**config.mk**
```make
export PLATFORM = sky130hd
export DESIGN_NAME = crt_raster_timer
export DESIGN_NICKNAME = d
export VERILOG_FILES = /design/src/rtl/crt_raster_pkg.sv /design/src/rtl/crt_cfg_regs.sv /design/src/rtl/crt_hcount.sv /design/src/rtl/crt_vcount.sv /design/src/rtl/crt_addr_gen.sv /design/src/rtl/crt_raster_timer.sv
export SDC_FILE = /design/constraint.sdc
export NUM_CORES = 1
export LEC_CHECK = 0
export BUFFER_PORTS_ARGS = -buffer_cell sky130_fd_sc_hd__buf_4
export CAP_MARGIN = 10
export CORE_UTILIZATION = 60
export DETAILED_ROUTE_END_ITERATION = 16
export PLACE_DENSITY = 0.82
export SLEW_MARGIN = 30
export SYNTH_ARGS = -nofsm -noshare
export SYNTH_HDL_FRONTEND = slang
export SYNTH_SLANG_ARGS = --single-unit
```
**constraint.sdc**
```tcl
create_clock -name clk -period 9.5 [get_ports clk]
set_input_delay 0.95 -clock clk [delete_from_list [all_inputs] [get_ports clk]]
set_output_delay 0.95 -clock clk [all_outputs]
set_load 0.02 [all_outputs]
```
**src/rtl/crt_raster_pkg.sv**
```systemverilog
`timescale 1ns/1ps
package crt_raster_pkg;
    localparam int CHAR_W = 8;   // character position and horizontal values
    localparam int ROW_W  = 7;   // character row values
    localparam int LINE_W = 5;   // raster line values
    localparam int ADDR_W = 14;  // video memory address
    localparam int SYNC_W = 4;   // each sync width field
    localparam int SEL_W  = 4;
    localparam int DATA_W = 8;
    localparam int HI_W   = ADDR_W - DATA_W;

    localparam logic [SEL_W-1:0] SEL_LINE_TOTAL  = 4'd0;
    localparam logic [SEL_W-1:0] SEL_CHARS_SHOWN = 4'd1;
    localparam logic [SEL_W-1:0] SEL_HSYNC_AT    = 4'd2;
    localparam logic [SEL_W-1:0] SEL_WIDTHS      = 4'd3;
    localparam logic [SEL_W-1:0] SEL_LAST_ROW    = 4'd4;
    localparam logic [SEL_W-1:0] SEL_EXTRA_LINES = 4'd5;
    localparam logic [SEL_W-1:0] SEL_ROWS_SHOWN  = 4'd6;
    localparam logic [SEL_W-1:0] SEL_VSYNC_ROW   = 4'd7;
    localparam logic [SEL_W-1:0] SEL_LAST_LINE   = 4'd8;
    localparam logic [SEL_W-1:0] SEL_BASE_HI     = 4'd9;
    localparam logic [SEL_W-1:0] SEL_BASE_LO     = 4'd10;

    typedef struct packed {
        logic [CHAR_W-1:0] h_total;
        logic [CHAR_W-1:0] h_disp;
        logic [CHAR_W-1:0] hs_pos;
        logic [SYNC_W-1:0] vs_width;
        logic [SYNC_W-1:0] hs_width;
        logic [ROW_W-1:0]  v_total;
        logic [ROW_W-1:0]  v_disp;
        logic [ROW_W-1:0]  vs_pos;
        logic [LINE_W-1:0] v_adjust;
        logic [LINE_W-1:0] max_line;
        logic [ADDR_W-1:0] start_addr;
    } raster_cfg_t;
endpackage

```
**src/rtl/crt_cfg_regs.sv**
```systemverilog
`timescale 1ns/1ps
module crt_cfg_regs
    import crt_raster_pkg::*;
(
    input  logic              clk,
    input  logic              rst,
    input  logic              we,
    input  logic [SEL_W-1:0]  sel,
    input  logic [DATA_W-1:0] wdata,
    output raster_cfg_t       cfg
);
    raster_cfg_t cfg_d, cfg_q;

    always_comb begin
        cfg_d = cfg_q;
        if (we) begin
            case (sel)
                SEL_LINE_TOTAL:  cfg_d.h_total  = wdata[CHAR_W-1:0];
                SEL_CHARS_SHOWN: cfg_d.h_disp   = wdata[CHAR_W-1:0];
                SEL_HSYNC_AT:    cfg_d.hs_pos   = wdata[CHAR_W-1:0];
                SEL_WIDTHS: begin
                    cfg_d.hs_width = wdata[SYNC_W-1:0];
                    cfg_d.vs_width = wdata[2*SYNC_W-1:SYNC_W];
                end
                SEL_LAST_ROW:    cfg_d.v_total  = wdata[ROW_W-1:0];
                SEL_EXTRA_LINES: cfg_d.v_adjust = wdata[LINE_W-1:0];
                SEL_ROWS_SHOWN:  cfg_d.v_disp   = wdata[ROW_W-1:0];
                SEL_VSYNC_ROW:   cfg_d.vs_pos   = wdata[ROW_W-1:0];
                SEL_LAST_LINE:   cfg_d.max_line = wdata[LINE_W-1:0];
                SEL_BASE_HI:     cfg_d.start_addr[ADDR_W-1:DATA_W] = wdata[HI_W-1:0];
                SEL_BASE_LO:     cfg_d.start_addr[DATA_W-1:0]      = wdata;
                default: ;  // unused indices are ignored
            endcase
        end
    end

    always_ff @(posedge clk) begin
        if (rst) cfg_q <= '0;
        else     cfg_q <= cfg_d;
    end

    assign cfg = cfg_q;
endmodule

```
**src/rtl/crt_hcount.sv**
```systemverilog
`timescale 1ns/1ps
module crt_hcount
    import crt_raster_pkg::*;
(
    input  logic              clk,
    input  logic              rst,
    input  logic              tick,
    input  logic [CHAR_W-1:0] h_total,
    input  logic [CHAR_W-1:0] h_disp,
    input  logic [CHAR_W-1:0] hs_pos,
    input  logic [SYNC_W-1:0] hs_width,
    output logic              line_end,
    output logic              h_active,
    output logic              hsync
);
    typedef struct packed {
        logic [CHAR_W-1:0] pos;
        logic [SYNC_W-1:0] hs_left;  // sync periods still owed after this one
    } hstate_t;

    hstate_t st_d, st_q;
    logic    hs_start;

    always_comb begin
        // >= keeps a lowered total from letting the counter run to wrap
        line_end = (st_q.pos >= h_total);
        hs_start = (st_q.pos == hs_pos) && (hs_width != '0);
        hsync    = hs_start || (st_q.hs_left != '0);
        h_active = (st_q.pos < h_disp);

        st_d = st_q;
        if (tick) begin
            st_d.pos = line_end ? '0 : st_q.pos + 1'b1;
            if (hs_start)
                st_d.hs_left = hs_width - 1'b1;
            else if (st_q.hs_left != '0)
                st_d.hs_left = st_q.hs_left - 1'b1;
        end
    end

    always_ff @(posedge clk) begin
        if (rst) st_q <= '0;
        else     st_q <= st_d;
    end
endmodule

```
**src/rtl/crt_vcount.sv**
```systemverilog
`timescale 1ns/1ps
module crt_vcount
    import crt_raster_pkg::*;
(
    input  logic              clk,
    input  logic              rst,
    input  logic              tick,
    input  logic              line_end,
    input  logic [ROW_W-1:0]  v_total,
    input  logic [ROW_W-1:0]  v_disp,
    input  logic [ROW_W-1:0]  vs_pos,
    input  logic [LINE_W-1:0] v_adjust,
    input  logic [LINE_W-1:0] max_line,
    input  logic [SYNC_W-1:0] vs_width,
    output logic [LINE_W-1:0] ra,
    output logic              in_adj,
    output logic              v_active,
    output logic              vsync,
    output logic              frame_wrap,
    output logic              row_done,
    output logic              next_row0
);
    localparam int VS_CNT_W = SYNC_W + 1;
    localparam logic [VS_CNT_W-1:0] VS_FULL = VS_CNT_W'(1 << SYNC_W);

    typedef struct packed {
        logic [ROW_W-1:0]    row;
        logic [LINE_W-1:0]   line;
        logic                adj;
        logic [VS_CNT_W-1:0] vs_left;
    } vstate_t;

    vstate_t st_d, st_q, nxt;
    logic    last_row;
    logic    adj_over;
    logic    vs_enter;
    logic [VS_CNT_W-1:0] vs_len;

    always_comb begin
        row_done = !st_q.adj && (st_q.line >= max_line);
        last_row = (st_q.row >= v_total);
        adj_over = ((LINE_W+1)'(st_q.line) + 1'b1) >= (LINE_W+1)'(v_adjust);
        frame_wrap = st_q.adj ? adj_over
                              : (row_done && last_row && (v_adjust == '0));

        // position taken at the next line end
        nxt = st_q;
        if (frame_wrap) begin
            nxt.row  = '0;
            nxt.line = '0;
            nxt.adj  = 1'b0;
        end else if (st_q.adj) begin
            nxt.line = st_q.line + 1'b1;
        end else if (row_done) begin
            nxt.line = '0;
            if (last_row) nxt.adj = 1'b1;
            else          nxt.row = st_q.row + 1'b1;
        end else begin
            nxt.line = st_q.line + 1'b1;
        end
        next_row0 = (nxt.row == '0) && !nxt.adj;

        vs_len   = (vs_width == '0) ? VS_FULL : VS_CNT_W'(vs_width);
        vs_enter = !nxt.adj && (nxt.row == vs_pos) && (nxt.line == '0);
        if (vs_enter)
            nxt.vs_left = vs_len;
        else if (st_q.vs_left != '0)
            nxt.vs_left = st_q.vs_left - 1'b1;

        st_d = (tick && line_end) ? nxt : st_q;

        ra       = st_q.line;
        in_adj   = st_q.adj;
        v_active = !st_q.adj && (st_q.row < v_disp);
        vsync    = (st_q.vs_left != '0);
    end

    always_ff @(posedge clk) begin
        if (rst) st_q <= '0;
        else     st_q <= st_d;
    end
endmodule

```
**src/rtl/crt_addr_gen.sv**
```systemverilog
`timescale 1ns/1ps
module crt_addr_gen
    import crt_raster_pkg::*;
(
    input  logic              clk,
    input  logic              rst,
    input  logic              tick,
    input  logic              line_end,
    input  logic              frame_wrap,
    input  logic              row_done,
    input  logic              next_row0,
    input  logic              reload_row0,
    input  logic [CHAR_W-1:0] h_disp,
    input  logic [ADDR_W-1:0] start_addr,
    output logic [ADDR_W-1:0] ma
);
    localparam int PAD_W = ADDR_W - CHAR_W;

    typedef struct packed {
        logic [ADDR_W-1:0] ma;
        logic [ADDR_W-1:0] base;  // address of the row's first character
    } astate_t;

    astate_t st_d, st_q;
    logic [ADDR_W-1:0] next_base;

    always_comb begin
        next_base = st_q.base + {{PAD_W{1'b0}}, h_disp};
        st_d = st_q;
        if (tick) begin
            if (!line_end) begin
                st_d.ma = st_q.ma + 1'b1;
            end else if (frame_wrap || (reload_row0 && next_row0)) begin
                st_d.base = start_addr;
                st_d.ma   = start_addr;
            end else if (row_done) begin
                st_d.base = next_base;
                st_d.ma   = next_base;
            end else begin
                st_d.ma = st_q.base;
            end
        end
        ma = st_q.ma;
    end

    always_ff @(posedge clk) begin
        if (rst) st_q <= '0;
        else     st_q <= st_d;
    end
endmodule

```
**src/rtl/crt_raster_timer.sv**
```systemverilog
`timescale 1ns/1ps
module crt_raster_timer
    import crt_raster_pkg::*;
(
    input  logic              clk,
    input  logic              rst,
    input  logic              char_en,
    input  logic              cfg_we,
    input  logic [SEL_W-1:0]  cfg_sel,
    input  logic [DATA_W-1:0] cfg_wdata,
    input  logic              reload_row0,
    output logic              hsync,
    output logic              vsync,
    output logic              dispen,
    output logic [ADDR_W-1:0] ma,
    output logic [LINE_W-1:0] ra
);
    raster_cfg_t cfg;
    logic line_end, h_active, v_active, in_adj;
    logic frame_wrap, row_done, next_row0;

    crt_cfg_regs u_cfg (
        .clk   (clk),
        .rst   (rst),
        .we    (cfg_we),
        .sel   (cfg_sel),
        .wdata (cfg_wdata),
        .cfg   (cfg)
    );

    crt_hcount u_h (
        .clk      (clk),
        .rst      (rst),
        .tick     (char_en),
        .h_total  (cfg.h_total),
        .h_disp   (cfg.h_disp),
        .hs_pos   (cfg.hs_pos),
        .hs_width (cfg.hs_width),
        .line_end (line_end),
        .h_active (h_active),
        .hsync    (hsync)
    );

    crt_vcount u_v (
        .clk        (clk),
        .rst        (rst),
        .tick       (char_en),
        .line_end   (line_end),
        .v_total    (cfg.v_total),
        .v_disp     (cfg.v_disp),
        .vs_pos     (cfg.vs_pos),
        .v_adjust   (cfg.v_adjust),
        .max_line   (cfg.max_line),
        .vs_width   (cfg.vs_width),
        .ra         (ra),
        .in_adj     (in_adj),
        .v_active   (v_active),
        .vsync      (vsync),
        .frame_wrap (frame_wrap),
        .row_done   (row_done),
        .next_row0  (next_row0)
    );

    crt_addr_gen u_a (
        .clk         (clk),
        .rst         (rst),
        .tick        (char_en),
        .line_end    (line_end),
        .frame_wrap  (frame_wrap),
        .row_done    (row_done),
        .next_row0   (next_row0),
        .reload_row0 (reload_row0),
        .h_disp      (cfg.h_disp),
        .start_addr  (cfg.start_addr),
        .ma          (ma)
    );

    assign dispen = h_active && v_active;
endmodule

```
Yosys cells after proc, flatten, opt, wreduce, memory -nomap -nowiden --
Cells that the tools add are included.
Word-level totals: register bits after elaboration 135, output and inout port bits 22
Cells by class: add/sub/neg operators 9, magnitude comparators 6, equal/unequal tests 12, multiplexer cells 19, reduce and logical (&&, ||, !) cells 39
Operator list (count):
- 14-bit two-way mux | 2
- 28-bit two-way mux | 1
- 2-bit AND reduction | 14
- 5-bit two-way mux | 5
- 7-bit two-way mux | 3
- 4-bit by 3-bit equality test with 1-bit output (second input constant) | 4
- 14-bit by 1-bit adder with 14-bit output (second input constant) | 1
- 14-bit by 8-bit adder with 14-bit output | 1
- 13-bit two-way mux | 1
- 4-bit equality test (second input constant) | 3
- 1-bit logical AND | 11
- 5-bit zero test | 2
- 8-bit by 1-bit adder with 8-bit output (second input constant) | 1
- 4-bit by 2-bit equality test with 1-bit output (second input constant) | 2
- 8-bit equality test | 1
- 8-bit >= comparator | 1
- 4-bit zero test | 2
- 8-bit < comparator | 1
- 4-bit two-way mux | 2
- 8-bit two-way mux | 1
- 4-bit nonzero test | 2
- 4-bit by 1-bit subtractor with 4-bit output (second input constant) | 2
- 7-bit by 1-bit adder with 7-bit output (second input constant) | 1
- 7-bit equality test | 1
- 14 further kinds | 20

Depth between registers and ports, before layout --
Gate-level depths: netlist of the first run.
word-level depth 12, depth in mapped cells 15, mapped depth without buffers 13

Cells and area by module --
From an unflattened synthesis of the first run, not the netlist that was laid out.
Second synthesis, totals: cells, all modules 972, area, all modules 8569.5 um^2
Modules (own cells, without submodules):
- crt_cfg_regs | instances 1, cells each 276, area each 3075.4 um^2, sequential area each 1541.5 um^2
- crt_addr_gen | instances 1, cells each 287, area each 2272.2 um^2, sequential area each 560.5 um^2
- crt_vcount | instances 1, cells each 277, area each 2138.3 um^2, sequential area each 360.3 um^2
- crt_hcount | instances 1, cells each 131, area each 1077.3 um^2, sequential area each 240.2 um^2
- crt_raster_timer | instances 1, cells each 1, area each 6.3 um^2, sequential area each 0.0 um^2

Least setup slack after synthesis of the first run --
OpenSTA, ideal clock, no wires.
path kind reg-to-reg, from reg u_v.st_q[11] (netlist bit), to reg u_v.st_q[4] (netlist bit), library setup time 0.123 ns, arrival 3.014 ns, data required time 9.377 ns, path slack 6.363 ns, cell stages (with the launch flop) 14, buffers on the path 1, clock period less this slack 3.137 ns, cells stage by stage dfxtp_1 inv_1 ha_1 nand2b_1 a31oi_2 o21ai_2 buf_4 or4_1 a22oi_2 xnor2_1 nand4_1 nor4_4 mux2i_1 a211oi_2
On the way: cells in the longest elaborated chain, start to end 10, elaborated cells on any way between the ends 20
RTL lines:
- from (decl) | RTL line crt_vcount.sv:33 | vstate_t st_d, st_q, nxt;
- from (signal assigned) | RTL line crt_vcount.sv:80 | else st_q <= st_d;
- 7-bit by 1-bit adder with 7-bit output or 7-bit >= comparator (tied branches) | RTL line crt_vcount.sv:57, crt_vcount.sv:41
- 7-bit two-way mux (tied with other cells) | RTL line crt_vcount.sv:56 | if (last_row) nxt.adj = 1'b1;
- 7-bit two-way mux (tied with other cells) | RTL line crt_vcount.sv:54 | end else if (row_done) begin
- 7-bit two-way mux (tied with other cells) | RTL line crt_vcount.sv:52 | end else if (st_q.adj) begin
- 13-bit two-way mux * | RTL line crt_vcount.sv:48 | if (frame_wrap) begin
- 7-bit equality test or 1-bit zero test (tied branches) | RTL line crt_vcount.sv:64 | vs_enter = !nxt.adj && (nxt.row == vs_pos) && (nxt.line == '0);
- 1-bit logical AND | RTL line crt_vcount.sv:64
- 1-bit logical AND * | RTL line crt_vcount.sv:64
- 2-bit nonzero test (no line)
- 2-bit AND reduction (no line)
Mark *: on every way between the ends. The rest lies on a longest branch, timed or not. A chain may end at the register's enable or synchronous reset.

Worst setup path after layout of the first run --
from reg u_v.st_q (netlist bit u_v.ra[0]), to reg u_v.st_q[4] (netlist bit)
On the way: cells in the longest elaborated chain, start to end 11, elaborated cells on any way between the ends 23
RTL lines (RTL line):
- branches (longest 5 deep; another with 5-bit by 1-bit adder with 6-bit output)
- 13-bit two-way mux * | crt_vcount.sv:48
- 7-bit equality test or 1-bit zero test (tied branches) | crt_vcount.sv:64
- 1-bit logical AND | crt_vcount.sv:64
- 1-bit logical AND * | crt_vcount.sv:64
- 2-bit nonzero test (no line)
- 2-bit AND reduction (no line)
Mark *: on every way between the ends.

==> results of run 1 <==
## metal layers
metal	routed length, µm	vias up
met4	447	0
met2	8510	187
li1	-	3076
met1	7960	3012
met5	0	-
met3	999	39
## cell usage in the layout, fill, tap and decap left out, types with 15 or more instances in the layout
cell,n
nand3_1,22
a21oi_1,46
xnor2_1,25
nor2_1,118
xor2_1,21
dfxtp_1,135
o21ai_0,26
mux2i_1,88
ha_1,53
nand4_1,15
nand2_1,70
inv_1,57
buf_4,42
clkbuf_16,17
## area by class of cell
cell class	count	area [µm²]	share of cell area
multi-input cells	640	4440	0.523
flip-flops and latches	135	2700	0.318
clock buffers	22	464	0.0546
repair buffers	42	315	0.0371
inverters	58	218	0.0256
well taps	168	210	0.0247
clock inverters	10	144	0.0169
## power by group through the flow
stage | Clock [µW] | Sequential (µW) | Combinational [µW]
finish | 678 | 598 | 182
global route | 708 | 599 | 201
CTS | 685 | 597 | 181
detailed placement | 0 | 609 | 180
global placement | 0 | 609 | 175
floorplan | 0 | 604 | 139
## cells by family (layout without fill, tap and decap cells)
kind of cell    after synthesis  after routing  share of synthesized area
simple gates                295            295                      0.183
compound gates              155            155                      0.134
flops                       135            135                      0.352
buf+inv                     119            132                     0.0729
mux                          90             90                      0.118
fa+ha+maj                    54             54                     0.0889
xor+xnor                     46             46                     0.0524
## critical path: stages (launching register included)
cell and delay (ns):
dfxtp_1 0.43, inv_1 0.10, ha_1 0.29, nand2b_1 0.14, a31oi_1 0.25, o21a_1 0.66
o21ai_0 0.17, a22oi_1 0.32, xnor2_1 0.16, o311ai_0 0.24, nor4_4 0.69, mux2i_1 0.30
a211oi_2 0.09
## flip-flops by register name, summed over array words and instances, names as in the netlist
register and count:
u_a.ma 14, u_a.st_q 14, u_cfg.cfg 77, u_h.st_q 12
u_v.in_adj 1, u_v.ra 5, u_v.st_q 12
## per-stage QoR
step           cells  worst slack (ns)  hold WS (ns)
2_1_floorplan    894              6.36         0.453
3_3_place_gp    1043              5.53         0.468
3_5_place_dp    1043              5.59         0.475
4_1_cts         1075              5.55         0.485
5_1_grt         1075              5.17         0.507
6_report        1075              5.54         0.482
## worst max path at each step
stage | start | end | slack (ns) | cells after the start
floorplan | u_v.st_q[11]$_SDFFE_PP0P_ | u_v.st_q[4]$_SDFFE_PP0P_ | 6.36 | 13
global placement | u_v.ra[0]$_SDFFE_PP0P_ | u_a.ma[0]$_SDFFE_PP0P_ | 5.53 | 12
detailed placement | u_v.ra[0]$_SDFFE_PP0P_ | u_a.ma[0]$_SDFFE_PP0P_ | 5.59 | 12
CTS | u_v.ra[0]$_SDFFE_PP0P_ | u_a.ma[0]$_SDFFE_PP0P_ | 5.55 | 12
global route | u_v.ra[0]$_SDFFE_PP0P_ | u_a.ma[0]$_SDFFE_PP0P_ | 5.17 | 12
finish | u_v.ra[0]$_SDFFE_PP0P_ | u_v.st_q[4]$_SDFFE_PP0P_ | 5.54 | 12
==> results.txt, run 1 <==
Hold_sp = u_a.st_q[0]$_SDFFE_PP0P_
Inserted Clock Buffers = 17
Maximum root-to-sink buffer count = 2
Skew final = 0.00830 ns
Initial antenna violation count = 0
Layout cells sized above 1 = 0.105
Leak = 0.00348 µW
Fill count = 955
Synth Cell Area = 7690 µm²
Via/cell ratio = 5.87
WHS Path Cells = 2
Clock sink count = 135
Clk_lat worst skew = 0.43 ns
Sequential fraction of the synthesis area = 0.352
Hold buffers post-CTS = 0
GR Layer Usage met1 = 0.360
Mapped Nets = 965
First-pass GRT wire length = 29,500 µm
Critical Path AT = 4.25 ns
Final Setup Violations = 0
Launch point of the worst reg-to-reg path = u_v.ra[0]$_SDFFE_PP0P_
IO Count = 39
Global-route track usage on met3 = 0.0543
PwrDens = 172 nW/µm²
PortBufs = 38
GPL Wtd Cong = 0.889
Vias in the first global route = 5,990
WL final = 17,900 µm
Syn avg cell area = 8.60 µm²
DR pass1 iterations = 5
Sw Ratio = 0.259
Area leader, netlist = dfxtp_1
Clock Pin Slew Worst Setup and Hold Paths = 0.06 ns
Antenna-violating nets left = 0
Post-CTS sizing = 0
Root Buffer = clkbuf_16
Logic pwr share = 0.125
Die ar. = 13,300 µm²
Max Clock Freq = 0.252 GHz
Yosys top cell area share = 0.352
Syn Inst Count = 894
HP Class = reg -> reg
Synthesis-stage register bit count = 135
Post-synth top cells = 135 x dfxtp_1, 119 x nor2_1, 88 x mux2i_1
Site Rows = 40
Final setup TNS = 0 ns
Worst-Margin Slew = 0.945 ns
Setup CP Type = reg -> reg
FF-to-FF path depth = 12
Total power = 1460 µW
Grt total ovfl = 0
GRT Util Overall = 0.289
Outcome = completed
Worst hold endpoint = u_a.st_q[0]$_SDFFE_PP0P_
Die width = 115 µm
Crit end category = flip-flop
Critical Path Start Type = flip-flop
DRC = 0
Asr flop ratio synth = 0
Internal power = 1080 µW
Post-placement cell area = 7880 µm²
Worst relative slew slack = 0.368
Cell variety after synth = 72
Worst reg2reg setup slack = 5.54 ns
Pin count of the biggest net entering global routing = 74
R2r endpoint = u_v.st_q[4]$_SDFFE_PP0P_
Clk pwr share = 0.465
GRT met2 Usage = 0.487
Final min period = 3.96 ns
Routed wire per std cell = 16.7 µm
Primary FF master, synth = dfxtp_1
ANT cells = 0
Final Util = 0.693
Max-slew violations = 0
Die height = 115 µm
Synth top area cells = dfxtp_1 35%, mux2i_1 11%, ha_1 8.6%
Sequential cell fraction of total power = 0.410
Max Fanout on Critical Path = 22
Via count = 6,314
HPWL after detailed placement = 12,300 µm
Design area = 8500 µm²
DRT iter0 DRCs = 463
CTS tree = built
Critical Path RT = 9.79 ns
Period utilization = 0.417
Area Overhead vs Synth = 10.5%
H-Tree Level Count = 4
Count leader, synth = dfxtp_1
Switch Pwr = 378 µW
NumNets Final = 965
MaxCap Viol Count = 0
Post-synth EDFFs = 0
Core area = 12,300 µm²
Initial Utilization = 0.627
Peak supply drop = 0.000136 V
Post-CTS Setup Bufs = 0
Unrepaired setup endpoints after global routing = no
GR peak layer = met2
Final Hold Vio Count = 0
Yosys Warn Count = 0
(Power assumes the default switching activity.)
==> run 2, diff against run 1 <==
--- a/config.mk
+++ b/config.mk
@@ -7,9 +7,9 @@
 export LEC_CHECK = 0
 export BUFFER_PORTS_ARGS = -buffer_cell sky130_fd_sc_hd__buf_4
 export CAP_MARGIN = 10
-export CORE_UTILIZATION = 60
+export CORE_UTILIZATION = 56
 export DETAILED_ROUTE_END_ITERATION = 16
-export PLACE_DENSITY = 0.82
+export PLACE_DENSITY = 0.81
 export SLEW_MARGIN = 30
 export SYNTH_ARGS = -nofsm -noshare
 export SYNTH_HDL_FRONTEND = slang
==> constraint.sdc (replaced) <==
create_clock -name clk -period 3.4 [get_ports clk]
set_input_delay 0.34 -clock clk [delete_from_list [all_inputs] [get_ports clk]]
set_output_delay 0.34 -clock clk [all_outputs]
set_load 0.02 [all_outputs]
==> run 2 against run 1 <==
Net effect:
- global-route usage fell by 2.1 points
- non-clock buffer count rose by 32
- clock skew fell by 0.00061 ns
- critical endpoint is now u_a.ma[0]$_SDFFE_PP0P_
- largest cell class unchanged
- largest power group unchanged
- highest routed layer unchanged
==> results.txt, run 2 (synthesis results as in run 1) <==
Outcome = completed
Crit-path cells = inv_1 > ha_1 > nand2b_1 > a31oi_2 > o21ai_1 > o211a_1 > o32ai_1 > nor2_1 > a41oi_2 > buf_12 > mux2_2 > a21oi_1 > nor3_1
Via count = 6,384
Layout Cells excl Fill = 1,115
PortBufs = 38
Final min period = 3.27 ns
Critical Path AT = 3.54 ns
PwrDens = 482 nW/µm²
HP Class = in -> reg
Final Hold Vio Count = 0
Initial Utilization = 0.578
Design area = 8890 µm²
Most frequent cells in the layout = 132 x dfxtp_1, 119 x nor2_1, 88 x mux2i_1, 71 x buf_4, 70 x nand2_1
Grt total ovfl = 0
Root Buffer = clkbuf_16
Core area = 13,300 µm²
Die ar. = 14,200 µm²
CTS tree = built
Routed wire per std cell = 16.3 µm
Crit end category = flip-flop
Clk_lat worst skew = 0.42 ns
Via/cell ratio = 5.73
Die width = 119 µm
Most common cell after layout, fill and taps aside = dfxtp_1
Period utilization = 0.961
Die height = 119 µm
Leak = 0.00370 µW
Area Overhead vs Synth = 15.6%
GPL Wtd Cong = 0.938
CP Buf/Inv Count = 2
Max incr delay on CP = 0.44 ns
ANT cells = 0
DRC = 0
Pin count of the biggest net entering global routing = 68
CP delay by family, top = compound AO/OA/AOI/OAI gates
Worst-Margin Slew = 0.960 ns
H-Tree Level Count = 4
First-pass GRT wire length = 30,000 µm
Worst relative slew slack = 0.358
Initial antenna violation count = 0
GRT Util Overall = 0.268
Setup CP Type = reg -> reg
Peak supply drop = 0.000364 V
Maximum root-to-sink buffer count = 2
Critical Path Start Type = flip-flop
Layout cells sized above 1 = 0.144
Flip-flop count of the largest register after layout = 77
Post-placement cell area = 8140 µm²
Skew final = 0.00769 ns
Vias in the first global route = 6,122
Critical Path RT = 3.68 ns
DR pass1 iterations = 5
NumNets Final = 997
HPWL after detailed placement = 12,600 µm
Final Setup Violations = 0
Max Clock Freq = 0.306 GHz
Clock sink count = 135
MaxCap Viol Count = 0
Max-slew violations = 0
Antenna-violating nets left = 0
Site Rows = 42
IO Count = 39
Inserted Clock Buffers = 17
WL final = 18,200 µm
Clock Pin Slew Worst Setup and Hold Paths = 0.05 ns
Critical path's slowest cell = o32ai_1
Max Fanout on Critical Path = 21
Placed Instances = 1,081
DRT iter0 DRCs = 454
## run 2: cell types whose count changed in the layout (fill, tap and decap cells not counted), sizes merged
cell / previous run / this run
buf: 42 / 74
bufinv: 3 / 5
clkbuf: 22 / 24
clkinv: 2 / 3
clkinvlp: 3 / 0
inv: 60 / 58
## run 2: area by class of cell
| class | count | area (µm²) |
|---|---|---|
| fillers | 1059 | 4410 |
| multi-input cells | 640 | 4480 |
| repair buffers | 74 | 593 |
| flip-flops and latches | 135 | 2710 |
| clock buffers | 24 | 502 |
| inverters | 58 | 218 |
| well taps | 176 | 220 |
| clock inverters | 8 | 165 |
## run 2: final timing paths
| check | endpoint | cells past startpoint | from | slack [ns] |
|---|---|---|---|---|
| max | u_a.ma[0]$_SDFFE_PP0P_ | 13 | u_v.ra[0]$_SDFFE_PP0P_ | 0.13 |
| min | u_cfg.cfg[52]$_SDFFE_PP0P_ | 3 | cfg_wdata[7] | 0.22 |
| max reg2reg | u_a.ma[0]$_SDFFE_PP0P_ | 13 | u_v.ra[0]$_SDFFE_PP0P_ | 0.13 |
| min reg2reg | u_a.st_q[0]$_SDFFE_PP0P_ | 2 | u_a.st_q[0]$_SDFFE_PP0P_ | 0.48 |
## run 2: routing by layer
metal / wire (µm) / vias to the layer above / GRT usage
met5: 0 / - / 0
met4: 445 / 0 / 0.109
met3: 759 / 34 / 0.0637
met2: 8960 / 171 / 0.452
met1: 8050 / 3036 / 0.327
li1: - / 3143 / -
## run 2: power breakdown
| group | internal, µW | switching, µW | total [µW] |
|---|---|---|---|
| Sequential | 1630 | 40.6 | 1670 |
| Clock | 1400 | 666 | 2060 |
| Combinational | 230 | 325 | 555 |
| Total | 3250 | 1030 | 4280 |
## run 2: tightest hold or removal path, stage by stage
cell and delay (ns):
buf_4 0.12, mux2i_1 0.07, nor2_1 0.07
## run 2: metrics by stage
step           TNS (ns)  total power, µW  setup WS (ns)  utilization  hold slack (ns)
2_1_floorplan         0             2080          0.263            -            0.453
3_3_place_gp          0             2230          0.143        0.612            0.466
3_5_place_dp          0             2240         0.0270        0.612            0.473
4_1_cts               0             4300         0.0102        0.663            0.214
5_1_grt         -0.0220             4440        -0.0220        0.668            0.223
6_report              0             4280          0.134        0.668            0.224
## run 2: timing repair
action	CTS	global route
pin swaps	0	5
setup endpoints to repair	1	14
setup buffers	0	2
hold endpoints to repair	0	0
hold buffers	0	0
gates resized for setup	1	12
